$ cat src/rtl/meas_sched_pkg.sv
// Shared types and constants for the measurement scheduler.
// Assumes the timebase tick runs at 150 Hz times TICK_SCALE.
package meas_sched_pkg;

    typedef enum logic [1:0] {
        MD_CONT   = 2'b00,
        MD_SINGLE = 2'b01,
        MD_IDLE_A = 2'b10,
        MD_IDLE_B = 2'b11
    } mode_e;

    localparam logic [2:0] RATE_RESET       = 3'b100;
    localparam logic [7:0] SINGLE_DONE_WORD = 8'h83;
    localparam int unsigned SLOWEST_TICKS   = 200;

    // Ticks per output period at scale 1; the reserved code maps to the reset rate
    function automatic int unsigned base_ticks(input logic [2:0] code);
        case (code)
            3'b000:  return 200;
            3'b001:  return 100;
            3'b010:  return 50;
            3'b011:  return 20;
            3'b101:  return 5;
            3'b110:  return 2;
            default: return 10;
        endcase
    endfunction

endpackage

$ cat src/rtl/meas_sched_rate_lut.sv
// Maps a rate code to its period and to the doubled first wait, both in ticks.
// Assumes TICK_SCALE keeps 2*200*TICK_SCALE inside CNT_W bits.
module meas_sched_rate_lut
    import meas_sched_pkg::*;
#(
    parameter int unsigned TICK_SCALE = 1,
    parameter int unsigned CNT_W      = 9
) (
    input  logic [2:0]       rate_i,
    output logic [CNT_W-1:0] period_o,
    output logic [CNT_W-1:0] first_o
);
    // Scale the base period and double it for the first wait
    always_comb begin
        period_o = CNT_W'(base_ticks(rate_i) * TICK_SCALE);
        first_o  = CNT_W'(2 * base_ticks(rate_i) * TICK_SCALE);
    end
endmodule

$ cat src/rtl/meas_sched_timer.sv
// Tick-driven countdown for continuous mode. It reloads the doubled wait on any
// host write and flags each period boundary. Assumes period_i is at least 1.
module meas_sched_timer #(
    parameter int unsigned CNT_W    = 9,
    parameter int unsigned RST_LOAD = 20
) (
    input  logic             clk,
    input  logic             rst_n,
    input  logic             tick_i,
    input  logic             run_i,
    input  logic             reload_i,
    input  logic [CNT_W-1:0] period_i,
    input  logic [CNT_W-1:0] first_i,
    output logic             expire_o
);
    logic [CNT_W-1:0] cnt_q;

    // Boundary on the last tick of the countdown, unless a write restarts it
    assign expire_o = run_i && tick_i && !reload_i && (cnt_q == CNT_W'(1));

    // Count ticks down, restarting on a write and on each boundary
    always_ff @(posedge clk) begin
        if (!rst_n)
            cnt_q <= CNT_W'(RST_LOAD);
        else if (reload_i)
            cnt_q <= first_i;
        else if (run_i && tick_i)
            cnt_q <= (cnt_q == CNT_W'(1)) ? period_i : cnt_q - CNT_W'(1);
    end

    // the countdown never rests at zero, so no boundary can be lost
    cnt_live_chk: assert property (@(posedge clk) disable iff (!rst_n)
        cnt_q != '0);
endmodule

$ cat src/rtl/meas_sched_fsm.sv
// Mode field, in-flight tracking and start issue. Host writes override internal
// updates. Assumes seq_done_i is pulsed only for a measurement that was started.
module meas_sched_fsm
    import meas_sched_pkg::*;
(
    input  logic       clk,
    input  logic       rst_n,
    input  logic       mode_wr_i,
    input  logic [1:0] mode_wdata_i,
    input  logic       cfg_wr_i,
    input  logic       expire_i,
    input  logic       seq_done_i,
    output logic [1:0] mode_o,
    output logic       start_o,
    output logic       busy_o,
    output logic       upd_o
);
    logic [1:0] mode_q, mode_n;
    logic       busy_q, pend_q, start_q, upd_q;
    logic       host_wr, single_fin, want;

    // Decode this cycle's events
    always_comb begin
        host_wr    = mode_wr_i || cfg_wr_i;
        single_fin = seq_done_i && busy_q && (mode_q == MD_SINGLE) && !pend_q;
        want       = !busy_q && !host_wr && ((mode_q == MD_SINGLE) || expire_i);
        if (mode_wr_i)       mode_n = mode_wdata_i;
        else if (single_fin) mode_n = MD_IDLE_B;
        else                 mode_n = mode_q;
    end

    // Register mode, in-flight state, deferred single request and output pulses
    always_ff @(posedge clk) begin
        if (!rst_n) begin
            mode_q  <= MD_SINGLE;
            busy_q  <= 1'b0;
            pend_q  <= 1'b0;
            start_q <= 1'b0;
            upd_q   <= 1'b0;
        end else begin
            mode_q  <= mode_n;
            busy_q  <= want ? 1'b1 : (seq_done_i ? 1'b0 : busy_q);
            if (seq_done_i && busy_q) pend_q <= 1'b0;
            else if (mode_wr_i)       pend_q <= busy_q && (mode_wdata_i == MD_SINGLE);
            start_q <= want;
            upd_q   <= single_fin && !mode_wr_i;
        end
    end

    assign mode_o  = mode_q;
    assign start_o = start_q;
    assign busy_o  = busy_q;
    assign upd_o   = upd_q;


    host_prio_chk: assert property (@(posedge clk) disable iff (!rst_n)
        (mode_wr_i || cfg_wr_i) |=> !start_q);

    single_flight_chk: assert property (@(posedge clk) disable iff (!rst_n)
        (busy_q && !seq_done_i) |=> !start_q);

    rewrite_chk: assert property (@(posedge clk) disable iff (!rst_n)
        upd_q |-> (mode_q == MD_IDLE_B));

    idle_quiet_chk: assert property (@(posedge clk) disable iff (!rst_n)
        mode_q[1] |=> !start_q);

    pwr_cover_chk: assert property (@(posedge clk) disable iff (!rst_n)
        start_q |-> busy_q);
endmodule

$ cat src/rtl/meas_sched.sv
// Measurement mode and rate scheduler top. It holds the rate field, selects the
// rate for the timer and wires the mode controller. Assumes one-cycle strobes.
module meas_sched
    import meas_sched_pkg::*;
#(
    parameter int unsigned TICK_SCALE = 1
) (
    input  logic       clk,
    input  logic       rst_n,
    input  logic       tick_i,
    input  logic       mode_wr_i,
    input  logic [1:0] mode_wdata_i,
    input  logic       cfg_wr_i,
    input  logic [2:0] rate_wdata_i,
    input  logic       seq_done_i,
    output logic       seq_start_o,
    output logic       mode_upd_o,
    output logic [7:0] mode_upd_data_o,
    output logic [1:0] mode_o,
    output logic       pwr_en_o
);
    localparam int unsigned CNT_W    = $clog2(2 * SLOWEST_TICKS * TICK_SCALE + 1);
    localparam int unsigned RST_LOAD = 2 * 10 * TICK_SCALE;

    logic [2:0]       rate_q, rate_sel;
    logic [CNT_W-1:0] period, first;
    logic             expire, busy, upd;

    // Hold the rate field
    always_ff @(posedge clk) begin
        if (!rst_n)        rate_q <= RATE_RESET;
        else if (cfg_wr_i) rate_q <= rate_wdata_i;
    end

    // A rate write takes effect in the same cycle it reloads the timer
    assign rate_sel = cfg_wr_i ? rate_wdata_i : rate_q;

    meas_sched_rate_lut #(.TICK_SCALE(TICK_SCALE), .CNT_W(CNT_W)) u_lut (
        .rate_i   (rate_sel),
        .period_o (period),
        .first_o  (first)
    );

    meas_sched_timer #(.CNT_W(CNT_W), .RST_LOAD(RST_LOAD)) u_timer (
        .clk      (clk),
        .rst_n    (rst_n),
        .tick_i   (tick_i),
        .run_i    (mode_o == MD_CONT),
        .reload_i (mode_wr_i || cfg_wr_i),
        .period_i (period),
        .first_i  (first),
        .expire_o (expire)
    );

    meas_sched_fsm u_fsm (
        .clk          (clk),
        .rst_n        (rst_n),
        .mode_wr_i    (mode_wr_i),
        .mode_wdata_i (mode_wdata_i),
        .cfg_wr_i     (cfg_wr_i),
        .expire_i     (expire),
        .seq_done_i   (seq_done_i),
        .mode_o       (mode_o),
        .start_o      (seq_start_o),
        .busy_o       (busy),
        .upd_o        (upd)
    );

    assign pwr_en_o        = busy;
    assign mode_upd_o      = upd;
    assign mode_upd_data_o = upd ? SINGLE_DONE_WORD : 8'h00;
endmodule

$ cat config.mk
export PLATFORM = sky130hd
export DESIGN_NAME = meas_sched
export DESIGN_NICKNAME = d
export VERILOG_FILES = /design/src/rtl/meas_sched_pkg.sv /design/src/rtl/meas_sched_rate_lut.sv /design/src/rtl/meas_sched_timer.sv /design/src/rtl/meas_sched_fsm.sv /design/src/rtl/meas_sched.sv
export SDC_FILE = /design/constraint.sdc
export NUM_CORES = 1
export LEC_CHECK = 0
export ABC_AREA = 0
export BUFFER_PORTS_ARGS = -buffer_cell sky130_fd_sc_hd__buf_4
export CORE_MARGIN = 2
export CORE_UTILIZATION = 40
export CTS_BUF_LIST = sky130_fd_sc_hd__clkbuf_8
export CTS_CLUSTER_SIZE = 25
export DETAILED_ROUTE_END_ITERATION = 10
export PLACE_DENSITY_LB_ADDON = 0.1
export SETUP_SLACK_MARGIN = 0.4
export SYNTH_ARGS = -nofsm -noshare
export SYNTH_HDL_FRONTEND = slang
export SYNTH_SLANG_ARGS = --single-unit
$ cat constraint.sdc
create_clock -name clk -period 4.9 [get_ports clk]
set_clock_uncertainty 0.15 [all_clocks]
set_input_delay 0.49 -clock clk [delete_from_list [all_inputs] [get_ports clk]]
set_output_delay 0.49 -clock clk [all_outputs]
set_load 0.1 [all_outputs]
==> results of run 1 <==
## sequential cells by signal (all words and copies together) (netlist names)
name / count
rate_q: 3
u_fsm.start_o: 1
u_timer.cnt_q: 9
u_fsm.busy_o: 1
u_fsm.upd_o: 1
u_fsm.pend_q: 1
u_fsm.mode_o: 2
## stage by stage
step	util (%)	setup WS, ps
after global routing	47.0	2690
after global placement	45.2	2800
after CTS	47.0	2780
final	47.0	2800
after floorplan	-	2770
after detailed placement	45.2	2810
## layout by cell type (no fill, tap or decap), types with 2 or more instances in the layout
cell type / n
o21ai_0: 4
a21oi_1: 13
o22ai_1: 2
clkbuf_8: 4
nor2_1: 6
conb_1: 5
nand2_1: 13
buf_4: 18
inv_1: 6
nand2b_1: 2
o31ai_1: 2
mux2i_1: 5
a2111oi_0: 3
nor2b_1: 6
nor3_1: 9
or4_4: 2
nand3_1: 3
nor4_1: 2
a31oi_1: 2
nor4b_1: 2
a22oi_1: 2
and3_1: 2
a211oi_1: 2
or3_1: 3
ha_1: 2
xnor2_1: 2
o21a_1: 3
o211ai_1: 2
a32oi_1: 4
nor3b_1: 2
dfxtp_1: 18
## area by class of cell
class                      instances  share of cell area, %
clock buffer                       4                   3.81
sequential                        18                   24.9
tap                               44                   3.81
multi-input combinational        122                   56.5
timing repair buffer              18                   9.35
inverter                           6                   1.56
## where the power goes
part           switching, mW  internal (mW)
clock network         0.0521         0.0714
registers             0.0133          0.154
logic                 0.0658         0.0304
total                  0.131          0.256
## how the worst max path moves through the flow
stage / cells after the start / end / from / slack (ps)
floorplan: 5 / u_timer.cnt_q[3] / u_fsm.mode_o[1] / 2770
global placement: 5 / u_timer.cnt_q[7] / u_timer.cnt_q[0] / 2800
detailed placement: 5 / u_timer.cnt_q[7] / u_timer.cnt_q[0] / 2810
CTS: 5 / u_timer.cnt_q[7] / u_timer.cnt_q[0] / 2780
global route: 5 / u_timer.cnt_q[6] / u_timer.cnt_q[0] / 2690
finish: 5 / u_timer.cnt_q[7] / u_timer.cnt_q[0] / 2800
## tightest hold or removal path, cell delays in order
cell     delay (ps)
buf_4            90
mux2i_1          60
nand2_1          60
## cell families (layout without fill, tap and decap cells)
kind of cell	Yosys count	count (layout)	synth area share, %
AO/OA/AOI/OAI	44	44	22.9
XOR/XNOR	2	2	1.34
adder cells (fa/ha/maj)	3	3	2.68
buffers and inverters	24	28	11.1
flip-flops	18	18	27.6
multiplexers	5	5	3.83
other	1	5	0.287
AND/OR/NAND/NOR	63	63	30.3
## layer usage
| metal | vias up | share of wire [%] | GRT usage, % |
|---|---|---|---|
| met5 | - | 0 | 0 |
| met4 | 0 | 0.39 | 4.66 |
| met3 | 2 | 4.8 | 3.36 |
| met2 | 30 | 45 | 25.7 |
| met1 | 547 | 50 | 27.4 |
| li1 | 602 | - | - |
==> impl_metrics.tcl, run 1 <==
set metrics [dict create \
    status "finished, final reports clean" \
    power.density_mw_per_mm2 268 \
    root_buffer "clkbuf_8" \
    cts_sinks 18 \
    final_cells 212 \
    crit_fanout 6 \
    vias 1181 \
    yosysTopAreaCell "dfxtp_1" \
    slew_viol_final 0 \
    drt_iter0_markers 77 \
    wirelength_mm 3.09 \
    synth_top_area_share_pct 27.6 \
    drc 0 \
    die-area_sq_mm 0.00374 \
    fmax_mhz 477 \
    yosysMostFrequentCell "dfxtp_1" \
    setup_viol 0 \
    final_cell_area_sq_mm 0.00145 \
    clkSlewWorstSetupHoldPaths_ps 80 \
    hold_end "u_fsm.mode_o[0]" \
    post_cts_resized 0 \
    fin_crit_ps 2100 \
    multi_input_area_sq_um 817 \
    synth.avg_cell_area_sq_um 8.17 \
    grt_antenna_before_repair 0 \
    htree_levels 1 \
    dp_cells 208 \
    yosys-top-cells-count "18 x dfxtp_1, 13 x a21oi_1, 13 x nand2_1, 9 x nor3_1, 8 x buf_4" \
    syn2layout_area_growth_pct 10.5 \
    cp_data_required_time_ps 4890 \
    antenna_cells 0 \
    cp-start-kind "flip-flop" \
    postCtsHoldBufs 0 \
    ys.flop_type "dfxtp_1" \
    die_x_um 61.2 \
    cts_tree "built" \
    drt-vias-per-instance 5.57 \
    grtUsageTotal_pct 18.0 \
    drtAntennaViolNets 0 \
    synth-seq-area-share_pct 27.6 \
    grt_max_degree 21 \
    synth_area_sq_mm 0.00131 \
    ios 24 \
    grt_pass1_vias 1022 \
    syn_inst 160 \
    ff2ff_path_depth 5 \
    coreArea_sq_mm 0.00308 \
    ir_drop_v 0.000144 \
    io_buffers 18 \
    drt-pass1-iter-count 4 \
    placed_area_sq_mm 0.00139 \
    crit_type "flip-flop to flip-flop" \
    grt_overflow 0 \
    min_from "mode_wdata_i[0]" \
    cp.arrival_ps 2080 \
    r2r_start "u_timer.cnt_q[0]" \
    holdCritPathClass "input pin to flip-flop" \
    place_congestion 0.799 \
    timing.final.crit_share_pct 42.8 \
    rsz0062_at_grt "false" \
    critPathTopFamily "simple AND/OR/NAND/NOR gates" \
    avgRoutedWirePerCell_um 14.6 \
    max_slew_margin_pct 54.7 \
    drive_above_1_share_pct 18.5 \
    fillers 296 \
    p_total_mw 0.387 \
    max_stage_delay_ps 520 \
    fin_nets 182 \
    hold_path_depth 3 \
    synth_cell_types 51 \
    dpl.hpwl_mm 2.31 \
    seqCellArea_sq_um 360 \
    crit_chain "ha_1 > or4b_4 > or3_1 > a22oi_1 > o32ai_1" \
    synth_edf_count 0 \
    whs_ps 319 \
    yosys-top-cells-area "dfxtp_1 28%, a21oi_1 5.0%, buf_4 4.6%" \
    grt_first_pass_wirelength_mm 5.02 \
    setup.worst_path.end_class "flip-flop" \
    max_cap_violations 0 \
    cts_setup_buffers 0 \
    die_y_um 61.2 \
    rrSetupSlack_ps 2800 \
    clk_latency_ps 250 \
    hold_viol 0 \
    finalSetupTns_ps 0 \
    r2r-end "u_timer.cnt_q[7]" \
    crit_slowest_cell "or4b_4" \
    numCtsBuffers 3 \
    worst_pin_slew_ps 673 \
    synth-seq-cells 18 \
    cts_buffer_depth 2 \
    leakage_nw 0.529 \
    yosys_warnings 0 \
    num_rows 20 \
    async_flop_share_pct 0 \
    start_util_pct 42.5 \
    critPathBufInv 0 \
]
Note: power is estimated with default switching activity, not from simulation.
==> run 2: changes to the inputs <==
Settings changed: ABC_AREA 0 to 1.
Clock period 4.9 ns to 1.7 ns, I/O delays scaled along.
==> run 2 against run 1 <==
Area after synthesis is 2.2% higher. Final cell count is 31% higher. Combinational power grew to 3.7 times the previous value. Count of clock-buffer cells in the layout is 1 lower. Sequential share of layout area is 2.0 points lower. Power grew to 2.9 times the previous value. Via count is 11% higher. Worst hold slack worse by 300 ps. Global-route usage is 0.74 points higher. Critical endpoint is now u_timer.cnt_q[5].
==> impl_metrics.tcl, run 2 <==
set metrics [dict create \
    cts_tree "built" \
    drc 0 \
    crit_slowest_cell "dfxtp_2" \
    synth_top_family_by_area "simple AND/OR/NAND/NOR gates" \
    num_rows 20 \
    dpl.hpwl_mm 2.39 \
    final_cell_area_sq_mm 0.00167 \
    cts_buffer_depth 2 \
    cts_sinks 18 \
    synth-seq-cells 18 \
    grtUsageTotal_pct 18.7 \
    finalSetupTns_ps 0 \
    cp_data_required_time_ps 1710 \
    die-area_sq_mm 0.00382 \
    startpoint "u_timer.cnt_q[1]" \
    clkPwrFrac_pct 27.3 \
    fin_crit_ps 1430 \
    place_congestion 0.877 \
    drive_above_1_share_pct 32.6 \
    cp-start-kind "flip-flop" \
    grt_max_degree 13 \
    cpMostUsedCell "nand2_4" \
    yosysTopAreaCell "dfxtp_1" \
    ir_drop_v 0.000388 \
    power.density_mw_per_mm2 680 \
    synth_top_area_share_pct 27.0 \
    seqPwrFrac_pct 40.9 \
    vias 1315 \
    max_cap_violations 0 \
    r2r-end "u_timer.cnt_q[5]" \
    avgRoutedWirePerCell_um 11.5 \
    clkSlewWorstSetupHoldPaths_ps 70 \
    synth-seq-area-share_pct 27.0 \
    coreArea_sq_mm 0.00313 \
    crit_cells 11 \
    slew_viol_final 0 \
    timing.final.crit_share_pct 84.4 \
    root_buffer "clkbuf_8" \
    syn_inst 211 \
    hold_viol 0 \
    grt_overflow 0 \
    synth_fa_ha_area_share_pct 1.87 \
    crit_type "flip-flop to flip-flop" \
    drt_iter0_markers 59 \
    crit_fanout 5 \
    cp.arrival_ps 1440 \
    syn2layout_area_growth_pct 24.7 \
    die_y_um 61.8 \
    critPathBufInv 3 \
    placed_area_sq_mm 0.00151 \
    yosys-top-cells-area "dfxtp_1 27%, nand2_1 14%, nand3_1 8.6%" \
    grt_first_pass_wirelength_mm 5.30 \
    io_buffers 18 \
    ios 24 \
    wirelength_mm 3.17 \
    clk_latency_ps 250 \
    setup_viol 0 \
    die_x_um 61.8 \
    grt_pass1_vias 1232 \
    max_stage_delay_ps 330 \
    netSwitchingFraction_pct 38.0 \
    r2r_start "u_timer.cnt_q[1]" \
    numCtsBuffers 3 \
    synth_cell_types 33 \
    antenna_cells 0 \
    synth_edf_count 0 \
    fmax_mhz 697 \
    async_flop_share_pct 0 \
    drt-pass1-iter-count 4 \
    synth_compound_area_share_pct 8.80 \
    grt_antenna_before_repair 0 \
    grt_busiest_layer "met2" \
    final_cells 277 \
    endpoint "u_timer.cnt_q[5]" \
    yosys_warnings 0 \
    p_int_mw 0.703 \
    yosys.area_share.simple_pct 46.1 \
    combPwrFrac_pct 31.8 \
    htree_levels 1 \
    synthXorXnorAreaFrac_pct 0 \
    yosys-top-cells-count "51 x nand2_1, 30 x inv_1, 27 x nor2_1, 23 x nand3_1, 18 x dfxtp_1" \
    rsz0062_at_grt "true" \
    fillers 325 \
    drtAntennaViolNets 0 \
    synth_area_sq_mm 0.00134 \
    crit_chain "inv_4 > ha_4 > nand2_4 > nor2_4 > nand2_4 > nand2_4 > inv_2 > nand2_1 > nand3_1 > nand2_1 > inv_1" \
    yosysMostFrequentCell "nand2_1" \
    met2_usage_pct 33.4 \
    holdCritPathClass "input pin to flip-flop" \
    use_met3_pct 4.35 \
    synth.mux.area_fraction_pct 0 \
    ff2ff_path_depth 11 \
    largest_reg_flops 9 \
    drt-vias-per-instance 4.75 \
    fin_nets 247 \
    multi_input_area_sq_um 858 \
    final_cell_mix "47 x nand2_1, 23 x nor2_1, 23 x inv_1" \
    status "finished, final reports clean" \
    final_util_pct 53.3 \
    final_common_cell "nand2_1" \
    synth.avg_cell_area_sq_um 6.33 \
    switchingPower_mw 0.431 \
    whs_ps 16.1 \
    seqCellArea_sq_um 382 \
    critPathTopFamily "simple AND/OR/NAND/NOR gates" \
    leakage_nw 0.841 \
    rrSetupSlack_ps 270 \
    regMostFlops "u_timer.cnt_q" \
    met1_usage_pct 23.3 \
    ys.flop_type "dfxtp_1" \
    dp_cells 267 \
    start_util_pct 42.7 \
    setup.worst_path.end_class "flip-flop" \
]
-- run 2: kinds of logic after synthesis --
kind of cell             count (synthesis)
AND/OR/NAND/NOR                        125
buffers and inverters                   45
AO/OA/AOI/OAI                           20
flip-flops                              18
adder cells (fa/ha/maj)                  2
other                                    1
-- run 2: metrics by stage --
stage	worst slack, ps	power (mW)
floorplan	339	0.750
global placement	230	0.811
detailed placement	213	0.812
CTS	239	1.14
global route	162	1.20
finish	265	1.13
-- run 2: repair_timing --
action                                  4_1_cts  5_1_grt
gates resized for setup                      15        7
buffers inserted                              2        1
pin swaps                                     8        5
hold buffers                                  2        0
endpoints found under the setup margin       11       11
endpoints found under the hold margin         2        0
cloned                                        1        0
-- run 2: worst min-delay path by stage --
stage	slack [ps]	cells after the start	endpoint	startpoint
after global placement	240	2	u_fsm.upd_o	mode_wr_i
after global routing	20	2	rate_q[2]	rst_n
after detailed placement	240	2	u_fsm.upd_o	mode_wr_i
after floorplan	90	1	u_fsm.upd_o	mode_wr_i
after CTS	10	2	rate_q[2]	rst_n
final	20	2	rate_q[2]	rst_n
-- run 2: area by class of cell --
| class | count | area share [%] |
|---|---|---|
| inverter | 35 | 8.93 |
| multi-input combinational | 153 | 51.5 |
| sequential | 18 | 22.9 |
| clock buffer | 3 | 2.48 |
| clock inverter | 1 | 0.225 |
| tap | 44 | 3.30 |
| timing repair buffer | 23 | 10.7 |
-- run 2: power by group through the flow --
| stage | Clock (mW) | Combinational, mW | Sequential, mW |
|---|---|---|---|
| after floorplan | 0 | 0.239 | 0.511 |
| after global placement | 0 | 0.340 | 0.471 |
| after detailed placement | 0 | 0.340 | 0.472 |
| after CTS | 0.320 | 0.352 | 0.464 |
| after global routing | 0.338 | 0.390 | 0.468 |
| final | 0.310 | 0.360 | 0.464 |
-- run 2: worst register-to-register path, cell delays in order (launching register included) --
cell     delay, ps
dfxtp_2        330
inv_4           80
ha_4           140
nand2_4         50
nor2_4         120
nand2_4        100
nand2_4         80
inv_2           50
nand2_1         70
nand3_1         70
nand2_1         60
inv_1           40
-- run 2: per-layer routing --
| layer | routed length [um] | share of wire (%) | up-vias |
|---|---|---|---|
| met1 | 1520 | 48 | 593 |
| met3 | 100 | 3.2 | 2 |
| met5 | 0 | 0 | - |
| li1 | - | - | 694 |
| met2 | 1530 | 48 | 26 |
| met4 | 19 | 0.60 | 0 |
